==> config.mk <==
export PLATFORM = sky130hd
export DESIGN_NAME = uart_os_rx
export DESIGN_NICKNAME = d
export VERILOG_FILES = /design/src/rtl/uart_os_rx_pkg.sv /design/src/rtl/rx_line_sync.sv /design/src/rtl/rx_phase_timer.sv /design/src/rtl/rx_majority.sv /design/src/rtl/uart_os_rx.sv
export SDC_FILE = /design/constraint.sdc
export NUM_CORES = 1
export LEC_CHECK = 0
export BUFFER_PORTS_ARGS = -buffer_cell sky130_fd_sc_hd__buf_2
export CORE_MARGIN = 2
export CORE_UTILIZATION = 45
export CTS_CLUSTER_SIZE = 40
export DETAILED_ROUTE_END_ITERATION = 7
export GPL_ROUTABILITY_DRIVEN = 1
export PLACE_DENSITY = 0.62
export SYNTH_ARGS = -nofsm -noshare
export SYNTH_HDL_FRONTEND = slang
export SYNTH_SLANG_ARGS = --single-unit
==> constraint.sdc <==
create_clock -name clk -period 2.6 [get_ports clk]
set_input_delay 0.52 -clock clk [delete_from_list [all_inputs] [get_ports clk]]
set_output_delay 0.52 -clock clk [all_outputs]
set_load 0.005 [all_outputs]
==> src/rtl/uart_os_rx_pkg.sv <==
package uart_os_rx_pkg;

    typedef enum logic [1:0] {
        RX_WAIT_HIGH = 2'd0,
        RX_IDLE      = 2'd1,
        RX_START     = 2'd2,
        RX_DATA      = 2'd3
    } rx_state_e;

endpackage

==> src/rtl/rx_line_sync.sv <==
module rx_line_sync #(
    parameter int STAGES = 2
) (
    input  logic clk,
    input  logic rst,
    input  logic din,
    output logic dout
);
    logic [STAGES-1:0] sync_d, sync_q;

    always_comb begin
        sync_d = {sync_q[STAGES-2:0], din};
    end

    always_ff @(posedge clk) begin
        if (rst) sync_q <= '1;
        else     sync_q <= sync_d;
    end

    assign dout = sync_q[STAGES-1];
endmodule

==> src/rtl/rx_phase_timer.sv <==
module rx_phase_timer #(
    parameter int OSR  = 16,
    localparam int PH_W = $clog2(OSR)
) (
    input  logic            clk,
    input  logic            rst,
    input  logic            tick,
    input  logic            restart,
    output logic [PH_W-1:0] phase
);
    localparam logic [PH_W-1:0] PH_LAST = PH_W'(OSR - 1);

    logic [PH_W-1:0] phase_d, phase_q;

    always_comb begin
        phase_d = phase_q;
        if (tick) begin
            if (restart)                phase_d = PH_W'(1);
            else if (phase_q == PH_LAST) phase_d = '0;
            else                        phase_d = phase_q + PH_W'(1);
        end
    end

    always_ff @(posedge clk) begin
        if (rst) phase_q <= '0;
        else     phase_q <= phase_d;
    end

    assign phase = phase_q;


    phase_hold_chk: assert property (@(posedge clk) disable iff (rst)
        !tick |=> $stable(phase_q));
endmodule

==> src/rtl/rx_majority.sv <==
module rx_majority #(
    parameter int VOTES = 3,
    localparam int CNT_W = $clog2(VOTES + 1)
) (
    input  logic clk,
    input  logic rst,
    input  logic clr,
    input  logic smp_en,
    input  logic smp_last,
    input  logic din,
    output logic decision
);
    logic [CNT_W-1:0] ones_d, ones_q;
    logic [CNT_W:0]   total;

    always_comb begin
        total    = {1'b0, ones_q} + {{CNT_W{1'b0}}, din};
        decision = total > (CNT_W+1)'(VOTES / 2);
        ones_d   = ones_q;
        if (clr || (smp_en && smp_last)) ones_d = '0;
        else if (smp_en)                 ones_d = total[CNT_W-1:0];
    end

    always_ff @(posedge clk) begin
        if (rst) ones_q <= '0;
        else     ones_q <= ones_d;
    end


    ones_bound_chk: assert property (@(posedge clk) disable iff (rst)
        ones_q < CNT_W'(VOTES));
endmodule

==> src/rtl/uart_os_rx.sv <==
module uart_os_rx
    import uart_os_rx_pkg::*;
#(
    parameter int OSR       = 16,
    parameter int DATA_BITS = 8,
    parameter int VOTES     = 3,
    parameter int SYNC_FF   = 2
) (
    input  logic                 clk,
    input  logic                 rst,
    input  logic                 tick,
    input  logic                 rxd,
    output logic [DATA_BITS-1:0] rx_data,
    output logic                 rx_valid,
    output logic                 framing_error
);
    localparam int PH_W      = $clog2(OSR);
    localparam int BIT_W     = $clog2(DATA_BITS + 1);
    localparam int START_LOW = OSR / 2;
    localparam int VOTE_LO   = OSR / 2 - 1;
    localparam logic [PH_W-1:0]  PH_LAST = PH_W'(OSR - 1);
    localparam logic [PH_W-1:0]  WIN_LO  = PH_W'(VOTE_LO);
    localparam logic [PH_W-1:0]  WIN_HI  = PH_W'(VOTE_LO + VOTES - 1);
    localparam logic [PH_W-1:0]  CHK_HI  = PH_W'(START_LOW);
    localparam logic [BIT_W-1:0] NB      = BIT_W'(DATA_BITS);

    typedef struct packed {
        rx_state_e            st;
        logic [BIT_W-1:0]     nbit;
        logic [DATA_BITS-1:0] shift;
        logic [DATA_BITS-1:0] data;
        logic                 valid;
        logic                 ferr;
    } rx_regs_t;

    rx_regs_t r_d, r_q;

    logic            line_s;
    logic [PH_W-1:0] phase;
    logic            tmr_restart;
    logic            vote_en, vote_last, vote_clr, vote_bit;
    logic            in_win, win_last, start_chk;

    rx_line_sync #(.STAGES(SYNC_FF)) u_sync (
        .clk (clk), .rst (rst), .din (rxd), .dout (line_s)
    );

    rx_phase_timer #(.OSR(OSR)) u_timer (
        .clk (clk), .rst (rst), .tick (tick),
        .restart (tmr_restart), .phase (phase)
    );

    rx_majority #(.VOTES(VOTES)) u_vote (
        .clk (clk), .rst (rst), .clr (vote_clr), .smp_en (vote_en),
        .smp_last (vote_last), .din (line_s), .decision (vote_bit)
    );

    always_comb begin
        in_win    = (phase >= WIN_LO) && (phase <= WIN_HI);
        win_last  = (phase == WIN_HI);
        start_chk = (phase != '0) && (phase <= CHK_HI);
    end

    always_comb begin
        r_d         = r_q;
        r_d.valid   = 1'b0;
        tmr_restart = 1'b0;
        vote_en     = 1'b0;
        vote_last   = 1'b0;
        vote_clr    = 1'b0;
        if (tick) begin
            case (r_q.st)
                RX_WAIT_HIGH: begin
                    if (line_s) r_d.st = RX_IDLE;
                end
                RX_IDLE: begin
                    if (!line_s) begin
                        r_d.st      = RX_START;
                        tmr_restart = 1'b1;
                        vote_clr    = 1'b1;
                    end
                end
                RX_START: begin
                    if (start_chk && line_s) begin
                        r_d.st = RX_IDLE;
                    end else if (phase == PH_LAST) begin
                        r_d.st   = RX_DATA;
                        r_d.nbit = '0;
                    end
                end
                RX_DATA: begin
                    if (in_win) begin
                        vote_en = 1'b1;
                        if (win_last) begin
                            vote_last = 1'b1;
                            if (r_q.nbit < NB) begin
                                r_d.shift = {vote_bit, r_q.shift[DATA_BITS-1:1]};
                                r_d.nbit  = r_q.nbit + BIT_W'(1);
                            end else begin
                                r_d.data  = r_q.shift;
                                r_d.valid = 1'b1;
                                r_d.ferr  = ~vote_bit;
                                r_d.st    = RX_WAIT_HIGH;
                            end
                        end
                    end
                end
                default: r_d.st = RX_WAIT_HIGH;
            endcase
        end
    end

    always_ff @(posedge clk) begin
        if (rst) begin
            r_q.st    <= RX_WAIT_HIGH;
            r_q.nbit  <= '0;
            r_q.shift <= '0;
            r_q.data  <= '0;
            r_q.valid <= 1'b0;
            r_q.ferr  <= 1'b0;
        end else begin
            r_q <= r_d;
        end
    end

    assign rx_data       = r_q.data;
    assign rx_valid      = r_q.valid;
    assign framing_error = r_q.ferr;


    valid_pulse_chk: assert property (@(posedge clk) disable iff (rst)
        rx_valid |=> !rx_valid);


    data_hold_chk: assert property (@(posedge clk) disable iff (rst)
        !rx_valid |-> $stable(rx_data));


    rearm_wait_chk: assert property (@(posedge clk) disable iff (rst)
        rx_valid |-> (r_q.st == RX_WAIT_HIGH));


    start_abort_chk: assert property (@(posedge clk) disable iff (rst)
        (tick && r_q.st == RX_START && start_chk && line_s) |=> (r_q.st == RX_IDLE));
endmodule

==> results of run 1 <==
==> state kept, by name, summed over array words and instances, names as in the netlist <==
signal,count
u_sync.sync_q,2
u_vote.ones_q,2
r_q,14
u_timer.phase,4
framing_error,1
rx_data,8
rx_valid,1
==> layer usage <==
layer	wire [um]	part of all wire	vias to the layer above
met5	0	0	-
met4	61	0.022	0
met3	107	0.038	7
li1	-	-	590
met2	1263	0.45	25
met1	1349	0.48	530
==> through the flow <==
stage | utilization | area, sq um | std cells | total power, mW
6_report | 0.4906 | 1663 | 221 | 0.8150
5_1_grt | 0.4906 | 1663 | 221 | 0.8562
4_1_cts | 0.4906 | 1663 | 221 | 0.8287
3_5_place_dp | 0.4769 | 1617 | 214 | 0.5718
3_3_place_gp | 0.4769 | 1617 | 214 | 0.5701
2_1_floorplan | - | 1618 | 173 | 0.5592
==> critical path, stage by stage, from the launching register on <==
cell     delay (ps)
dfxtp_1         440
ha_1            220
and4b_1         320
and4b_4         410
mux2i_1         210
nor2_1           50
==> report_power, final <==
group	internal, mW	total (mW)	switching [mW]
clock	0.0995	0.254	0.154
sequential	0.497	0.510	0.0136
combinational	0.0204	0.0509	0.0305
total	0.617	0.815	0.198
==> final cells by class <==
class | instances | area (sq um) | share of cell area
clock buffer | 6 | 41.29 | 0.02483
clock inverter | 1 | 5.005 | 0.003010
inverter | 6 | 22.52 | 0.01354
multi-input combinational | 116 | 823.3 | 0.4951
sequential | 32 | 640.6 | 0.3853
tap | 46 | 57.56 | 0.03461
timing repair buffer | 14 | 72.57 | 0.04364
==> cells by family after synthesis <==
kind of cell	count (synthesis)	synth area share
AOI/OAI and AO/OA	21	0.08275
xor gates and xnor gates	3	0.01624
adders and majority gates	8	0.06187
buffers and inverters	25	0.09899
DFF	32	0.3960
muxes	21	0.1307
and+or+nand+nor	63	0.2135
==> worst paths after layout <==
check	start	endpoint	slack [ps]
setup reg to reg	u_timer.phase[0]	r_q[17]	810
setup / recovery	u_timer.phase[0]	r_q[17]	810
hold reg to reg	u_sync.sync_q[0]	u_sync.sync_q[1]	410
hold / removal	rxd	u_sync.sync_q[0]	380
==> layout by cell type, fill, tap and decap left out, types with 6 or more instances in the layout <==
cell type  instances
mux2i_1           20
dfxtp_1           32
ha_1               8
a21oi_1            7
nand2_1            7
inv_1              6
nor2_1            22
buf_2             13
nand3_1            9
==> run metrics, run 1 <==
status completed; hold_buf cts 0; Sink Count 32; GRT Max-Usage Layer met2; # DRC 0; CTS buffer count 5; Setup CP Type register to register; Synth cell types 37; Synth area leaders dfxtp_1 (40%), mux2i_1 (12%), ha_1 (6.2%), buf_4 (5.1%), nor2_1 (5.1%); Via density 5.213; Synth Register Bits 32; most frequent cell after synthesis dfxtp_1; top cells by count, synth dfxtp_1 (32), nor2_1 (22), mux2i_1 (20); Post-synth EDFFs 0; met2 usage 0.2422; IO buf count 13; Req. time, crit path 2790 ps; Crit. End Element register; DRT iter0 DRCs 142; final hold vios 0; Pre-Repair DR Iteration Count 4; GPL Wtd Cong 0.8432; fillcell total 337; share of post-route cells with drive strength above 1 0.1543; DP Wirelength 1935 um; largest net degree at the start of global routing 31; WL/cell 12.59 um; hold_ws 380.2 ps; R2R depth 5; global-route wire length before repair 4954 um; Avg Cell Area, Syn 9.351 sq um; vias in the first global route 1,120; critical path startpoint category register; Ant. Diodes 0; MaxCap Viol Count 0; nets@finish 187; PD cells 490.1 nW/um^2; CTS tree done; Synth Instances 173; critical-path maximum fanout 10; H-tree levels 2; setup TNS 0 ps; Layout area overhead 2.784%; top cell type by total area after synthesis dfxtp_1; Worst EP arrival 1980 ps; worst-margin pin slew 544.8 ps; DIE HEIGHT 63.96 um; Peak Freq 560.1 MHz; All-Layer GR Usage 0.1540; RSZ-0062 raised after global routing false; minimum clock period 1785 ps; slew margin rel. 0.6368; met1 Use GR 0.1941; clk_lat worst skew 320 ps; Syn Nets 185; clock-pin slew on the worst setup and hold paths 100 ps; post-CTS sizing 0; clock skew 8.237 ps; Initial Utilization 0.4773; Warnings, synthesis 0; peak supply drop 0.3506 mV; fin crit share 0.6867; Slew Viols, Final 0; hold path depth 2; post-place setup slack 747.0 ps; Routed Wire Length 2782 um; Max Root-Sink Buffers 2; IO Count 14; asr flop ratio synth 0; final worst setup slack 814.6 ps; Post-CTS Setup Inserts 0; Die Wd 63.96 um; min-delay worst type input pin to register; core area 3390 sq um; via count 1,152; root buf cell clkbuf_4; Final ANT Viol Nets 0; Row Count 21; GRT overflow 0; initial antenna violation count 0; setup violators final 0; die area 4091 sq um; top cell type's share of synthesized area 0.3960; mapped cell area 1618 sq um; Pleak 0.6115 nW; Main synth FF type dfxtp_1; sequential fraction of the synthesis area 0.3960; met3 usage 0.04754
Power figures use the tool's default switching activity.
==> inputs of run 2 (changes only) <==
Clock period 2.6 ns to 1.8 ns, I/O delays scaled along.
==> run 2 against run 1 <==
Critical path depth stayed put. Design area is 5.0% higher. Flip-flop and latch count stayed put. Global-route usage is 0.14 points lower. Clock skew is 3.6 ps lower. Setup slack worse by 680 ps.
==> run metrics, run 2 (synthesized netlist as in run 1, its figures left out) <==
status completed; Peak Freq 600.5 MHz (+7.2%); critical-path maximum fanout 10 (unchanged); via count 1,197 (+3.9%); All-Layer GR Usage 0.1526 (-0.001431); Pleak 0.6537 nW (+6.9%); clk_lat worst skew 340 ps (+20 ps); max incr delay on CP 430 ps (about the same); die area 4091 sq um (unchanged); setup TNS 0 ps (unchanged); worst-margin pin slew 383.7 ps (-161.1 ps); most frequent cells in the layout dfxtp_1 (31), nor2_1 (22), mux2i_1 (20); Routed Wire Length 2850 um (+2.4%); Crit. End Element register; Post-CTS Setup Inserts 0 (unchanged); CTS tree done; Worst path depth 5 (unchanged); clock-pin slew on the worst setup and hold paths 100 ps (about the same); CP max-delay cell dfxtp_1; Slew Viols, Final 0 (unchanged); commonest non-fill, non-tap cell in the layout dfxtp_1; Sink Count 32 (unchanged); DP Wirelength 2072 um (+7.1%); peak supply drop 0.5232 mV (+49%); Layout area overhead 7.888%; setup violators final 0 (unchanged); global-route wire length before repair 4802 um (-3.1%); Req. time, crit path 2030 ps (-760 ps); hold path depth 2 (unchanged); Die Wd 63.96 um (unchanged); Via density 5.227 (+0.28%); Final Util 0.5150 (+0.02436); # DRC 0 (unchanged); DRT iter0 DRCs 83 (-42%); DIE HEIGHT 63.96 um (unchanged); largest net degree at the start of global routing 23 (-26%); Max Root-Sink Buffers 2 (unchanged); IO buf count 13 (unchanged); root buf cell clkbuf_4; Final ANT Viol Nets 0 (unchanged); most flop-heavy register r_q; slew margin rel. 0.7421 (+0.1053); Setup CP Type register to register; Row Count 21 (unchanged); final hold vios 0 (unchanged); clock skew 4.683 ps (-3.554 ps); GPL Wtd Cong 0.8442 (+0.12%); nets@finish 194 (+3.7%); share of post-route cells with drive strength above 1 0.1967 (+0.04244); Worst EP arrival 1900 ps (-80 ps); initial antenna violation count 0 (unchanged); minimum clock period 1665 ps (-120.1 ps); CP bufs+invs 0 (unchanged); cell family with most CP delay simple AND/OR/NAND/NOR gates; design area 1745 sq um (+5.0%); CTS buffer count 5 (unchanged); RSZ-0062 raised after global routing false; H-tree levels 2 (unchanged); fin crit share 0.9251 (+0.2385); MaxCap Viol Count 0 (unchanged); Ant. Diodes 0 (unchanged); IO Count 14 (unchanged); GRT overflow 0 (unchanged); Initial Utilization 0.4773 (unchanged); Pre-Repair DR Iteration Count 4 (unchanged); Largest register FFs 14 (unchanged); WL/cell 12.45 um (-1.1%); PD cells 720.5 nW/um^2 (+47%); min-delay worst type input pin to register; critical path startpoint category register; worst path cell trace ha_1 > and4b_1 > and4b_4 > mux2i_1 > nor2_1; R2R depth 5 (unchanged); core area 3390 sq um (unchanged); placed cell area 1682 sq um (+4.0%); vias in the first global route 1,065 (-4.9%)
run 2: power by group:
part / switching [mW] / internal [mW] / leakage, nW
registers: 0.0121 / 0.718 / 0.259
clock network: 0.250 / 0.191 / 0.0315
logic: 0.0517 / 0.0352 / 0.364
run 2: cell type report:
type	count	area, sq um
multi-input cells	116	823.3
flip-flops and latches	32	641.9
clock inverters	1	7.507
clock buffers	7	55.05
fillers	314	1644
inverters	6	22.52
well taps	46	57.56
repair buffers	21	137.6
run 2: per-stage QoR:
step	hold WS [ps]	power [mW]	cells	setup slack, ps
after floorplan	389.5	0.8078	173	213.6
after global placement	397.2	0.8300	221	185.2
after detailed placement	412.1	0.8320	221	132.9
after CTS	194.8	1.277	229	119.1
after global routing	182.2	1.328	229	1.250
final	207.8	1.258	229	134.8
run 2: layer usage:
metal | track usage | vias up | wire length [um]
met2 | 0.2305 | 19 | 1347
met4 | 0.07337 | 0 | 61
li1 | - | 610 | -
met1 | 0.1921 | 562 | 1340
met3 | 0.05458 | 6 | 101
met5 | 0 | - | 0
run 2: worst paths after layout:
kind	startpoint	to	slack (ps)
max	u_timer.phase[0]	r_q[16]	130
min	rxd	u_sync.sync_q[0]	210
max reg2reg	u_timer.phase[0]	r_q[16]	130
min reg2reg	u_sync.sync_q[0]	u_sync.sync_q[1]	430
run 2: what timing repair did:
item                                    in CTS  in global routing
endpoints found under the setup margin       0                  1
resized for setup                            0                  1
hold buffers                                 0                  0
==> inputs of run 3 (changes only) <==
Settings changed: ABC_AREA set to 1.
==> run 3 against run 2 <==
Final cell count is 24% higher. Combinational power is 48% higher. Routed wire length is 0.91% lower. Register-to-register slack better by 90 ps. Setup slack better by 89 ps. First-iteration DRC count is 20% lower. Critical path depth is 1 higher. Flip-flop and latch count stayed put. Die area is 1.7% higher. Maximum frequency is 5.6% higher. Sequential power is 2% higher. Via count is 7.9% higher. Critical path type unchanged. Critical endpoint is now framing_error.
==> run metrics, run 3 <==
status completed; clock skew 8.434 ps (+3.750 ps); Internal Power 1.060 mW (+12%); All-Layer GR Usage 0.1548 (+0.002255); post-synthesis compound-gate area fraction 0.08055 (-0.002206); via count 1,291 (+7.9%); Routed Wire Length 2824 um (-0.91%); Placed Cells 275 (+24%); Clock Power Share 0.385 (+0.034); Synth area leaders dfxtp_1 (39%), nor2_1 (12%), nand2_1 (9.1%), ha_1 (6.1%), inv_1 (5.2%); Crit. End Element register; CP bufs+invs 1 (+1); post-synthesis mux area share 0 (-0.1307); Post-CTS Setup Inserts 0 (unchanged); Pre-Repair DR Iteration Count 4 (unchanged); Pleak 0.8903 nW (+36%); slew margin rel. 0.7610 (+0.01895); Logic pwr share 0.091 (+0.022); min-delay worst type input pin to register; setup violators final 0 (unchanged); Warnings, synthesis 0 (unchanged); post-CTS sizing 0 (unchanged); Die Wd 64.49 um (+0.83%); GRT overflow 0 (unchanged); top cells by count, synth nor2_1 (51), nand2_1 (40), dfxtp_1 (32); Final ANT Viol Nets 0 (unchanged); Via density 4.562 (-13%); critical path startpoint category register; hold_buf cts 0 (unchanged); CTS tree done; most frequent cell after synthesis nor2_1; Row Count 21 (unchanged); Ant. Diodes 0 (unchanged); DRT iter0 DRCs 66 (-20%); GPL Wtd Cong 0.8794 (+4.2%); top cell type by total area after synthesis dfxtp_1; Peak Freq 634.3 MHz (+5.6%); Synth Area in Adders 0.06079 (-0.001081); simple-gate share of the synthesized area 0.3290 (+0.1156); die area 4159 sq um (+1.7%); MaxCap Viol Count 0 (unchanged); CTS buffer count 5 (unchanged); minimum clock period 1576 ps (-88.75 ps); Initial Utilization 0.4821 (+0.004753); Synth cell types 31 (-16%); Largest register FFs 14 (unchanged); final hold vios 0 (unchanged); cell family with most CP delay adder cells; Slew Viols, Final 0 (unchanged); # DRC 0 (unchanged); initial antenna violation count 0 (unchanged); Sink Count 32 (unchanged); clock-pin slew on the worst setup and hold paths 100 ps (about the same); IO Count 14 (unchanged); H-tree levels 2 (unchanged); most frequent cells in the layout nor2_1 (51), nand2_1 (40), dfxtp_1 (32); Synth Instances 229 (+32%); core area 3416 sq um (+0.78%); fin crit share 0.8758 (-0.04931); Setup CP Type register to register; NetSw 362.0 uW (+15%); switch share 0.2545 (+0.005183); clk_lat worst skew 340 ps (about the same); setup TNS 0 ps (unchanged); critical-path maximum fanout 4 (-6); Multi-input gate area 792.0 sq um (-3.8%); mapped cell area 1647 sq um (+1.8%); DP Wirelength 1959 um (-5.5%); Worst EP arrival 1860 ps (-40 ps); sequential fraction of the synthesis area 0.3891 (-0.006921); Reg power frac 0.524 (-0.056); register area 640.6 sq um (-0.20%); asr flop ratio synth 0 (unchanged); Final Instance Count excl. Fillers 283 (+24%); Req. time, crit path 2080 ps (+50 ps); share of post-route cells with drive strength above 1 0.1730 (-0.02373); max incr delay on CP 430 ps (about the same); commonest non-fill, non-tap cell in the layout nor2_1; Synth Register Bits 32 (unchanged); Layout area overhead 6.383%; top cell type's share of synthesized area 0.3891 (-0.006921); peak supply drop 0.5820 mV (+11%); XOR/XNOR Fraction of Synth Area 0.01064 (-0.005603); vias in the first global route 1,150 (+8.0%); Syn Nets 241 (+30%); RSZ-0062 raised after global routing false; largest family of logic cells by synthesized area simple AND/OR/NAND/NOR gates; worst path cell trace ha_1 > inv_1 > ha_1 > o31ai_1 > nor2_1 > nor2_1; PD cells 811.9 nW/um^2 (+13%); Avg Cell Area, Syn 7.190 sq um (-23%); DIE HEIGHT 64.49 um (+0.83%); IO buf count 13 (unchanged); most flop-heavy register r_q; nets@finish 248 (+28%); Max Root-Sink Buffers 2 (unchanged); WL/cell 9.979 um (-20%); Post-synth EDFFs 0 (unchanged); worst-margin pin slew 355.4 ps (-28.26 ps); largest net degree at the start of global routing 24 (+4.3%); global-route wire length before repair 4968 um (+3.5%); CP max-delay cell dfxtp_1; fillcell total 348 (+11%); root buf cell clkbuf_4; Main synth FF type dfxtp_1
-- run 3: changes by cell type after synthesis, moves of 4 or more --
cell and change:
nand2_1 +33, nor2_1 +29, mux2i_1 -20, inv_1 +17, o21ai_1 +6, inv_2 +5
o21ai_0 +5, clkbuf_1 -4, nand3b_1 -4
-- run 3: cells by family (layout without fill, tap and decap cells) --
group                      after synthesis  count (layout)
DFF                                     32              32
xor gates and xnor gates                 2               2
buffers and inverters                   43              51
adders and majority gates                8               8
AOI/OAI and AO/OA                       25              25
and+or+nand+nor                        119             119
-- run 3: cell type report --
cell class	instances	area share
Inverter	29	0.06214
Clock buffer	5	0.02143
Multi-Input combinational cell	154	0.4521
Clock inverter	3	0.02429
Tap cell	46	0.03286
Sequential cell	32	0.3657
Timing Repair Buffer	14	0.04143
-- run 3: worst paths after layout --
check,startpoint,endpoint,slack (ps),cells after the start
hold reg to reg,u_sync.sync_q[0],u_sync.sync_q[1],440,1
setup / recovery,u_sync.sync_q[1],framing_error,220,6
hold / removal,rxd,u_sync.sync_q[0],200,2
setup reg to reg,u_sync.sync_q[1],framing_error,220,6
-- run 3: stage by stage --
step                      hold slack, ps  worst slack [ps]    util  total power, mW  instance area (sq um)
after global placement             410.9             230.1  0.4894           0.8901                   1672
after CTS                          185.8             184.0  0.5128            1.437                   1752
after floorplan                    389.5             435.1       -           0.8624                   1647
final                              195.4             223.5  0.5128            1.422                   1752
after detailed placement           414.1             220.4  0.4894           0.8901                   1672
after global routing               189.7             84.20  0.5128            1.488                   1752
-- run 3: routing by layer --
metal	GRT usage	routed length [um]	vias up
met5	0	0	-
met4	0.08777	70	0
met3	0.04167	93	7
met2	0.2370	1185	20
met1	0.1969	1475	546
li1	-	-	718
-- run 3: power by group through the flow --
| stage | clock, mW | combinational (mW) | sequential [mW] |
|---|---|---|---|
| global placement | 0 | 0.129 | 0.761 |
| global route | 0.587 | 0.152 | 0.749 |
| finish | 0.548 | 0.129 | 0.745 |
| floorplan | 0 | 0.106 | 0.756 |
| CTS | 0.562 | 0.130 | 0.745 |
| detailed placement | 0 | 0.129 | 0.761 |
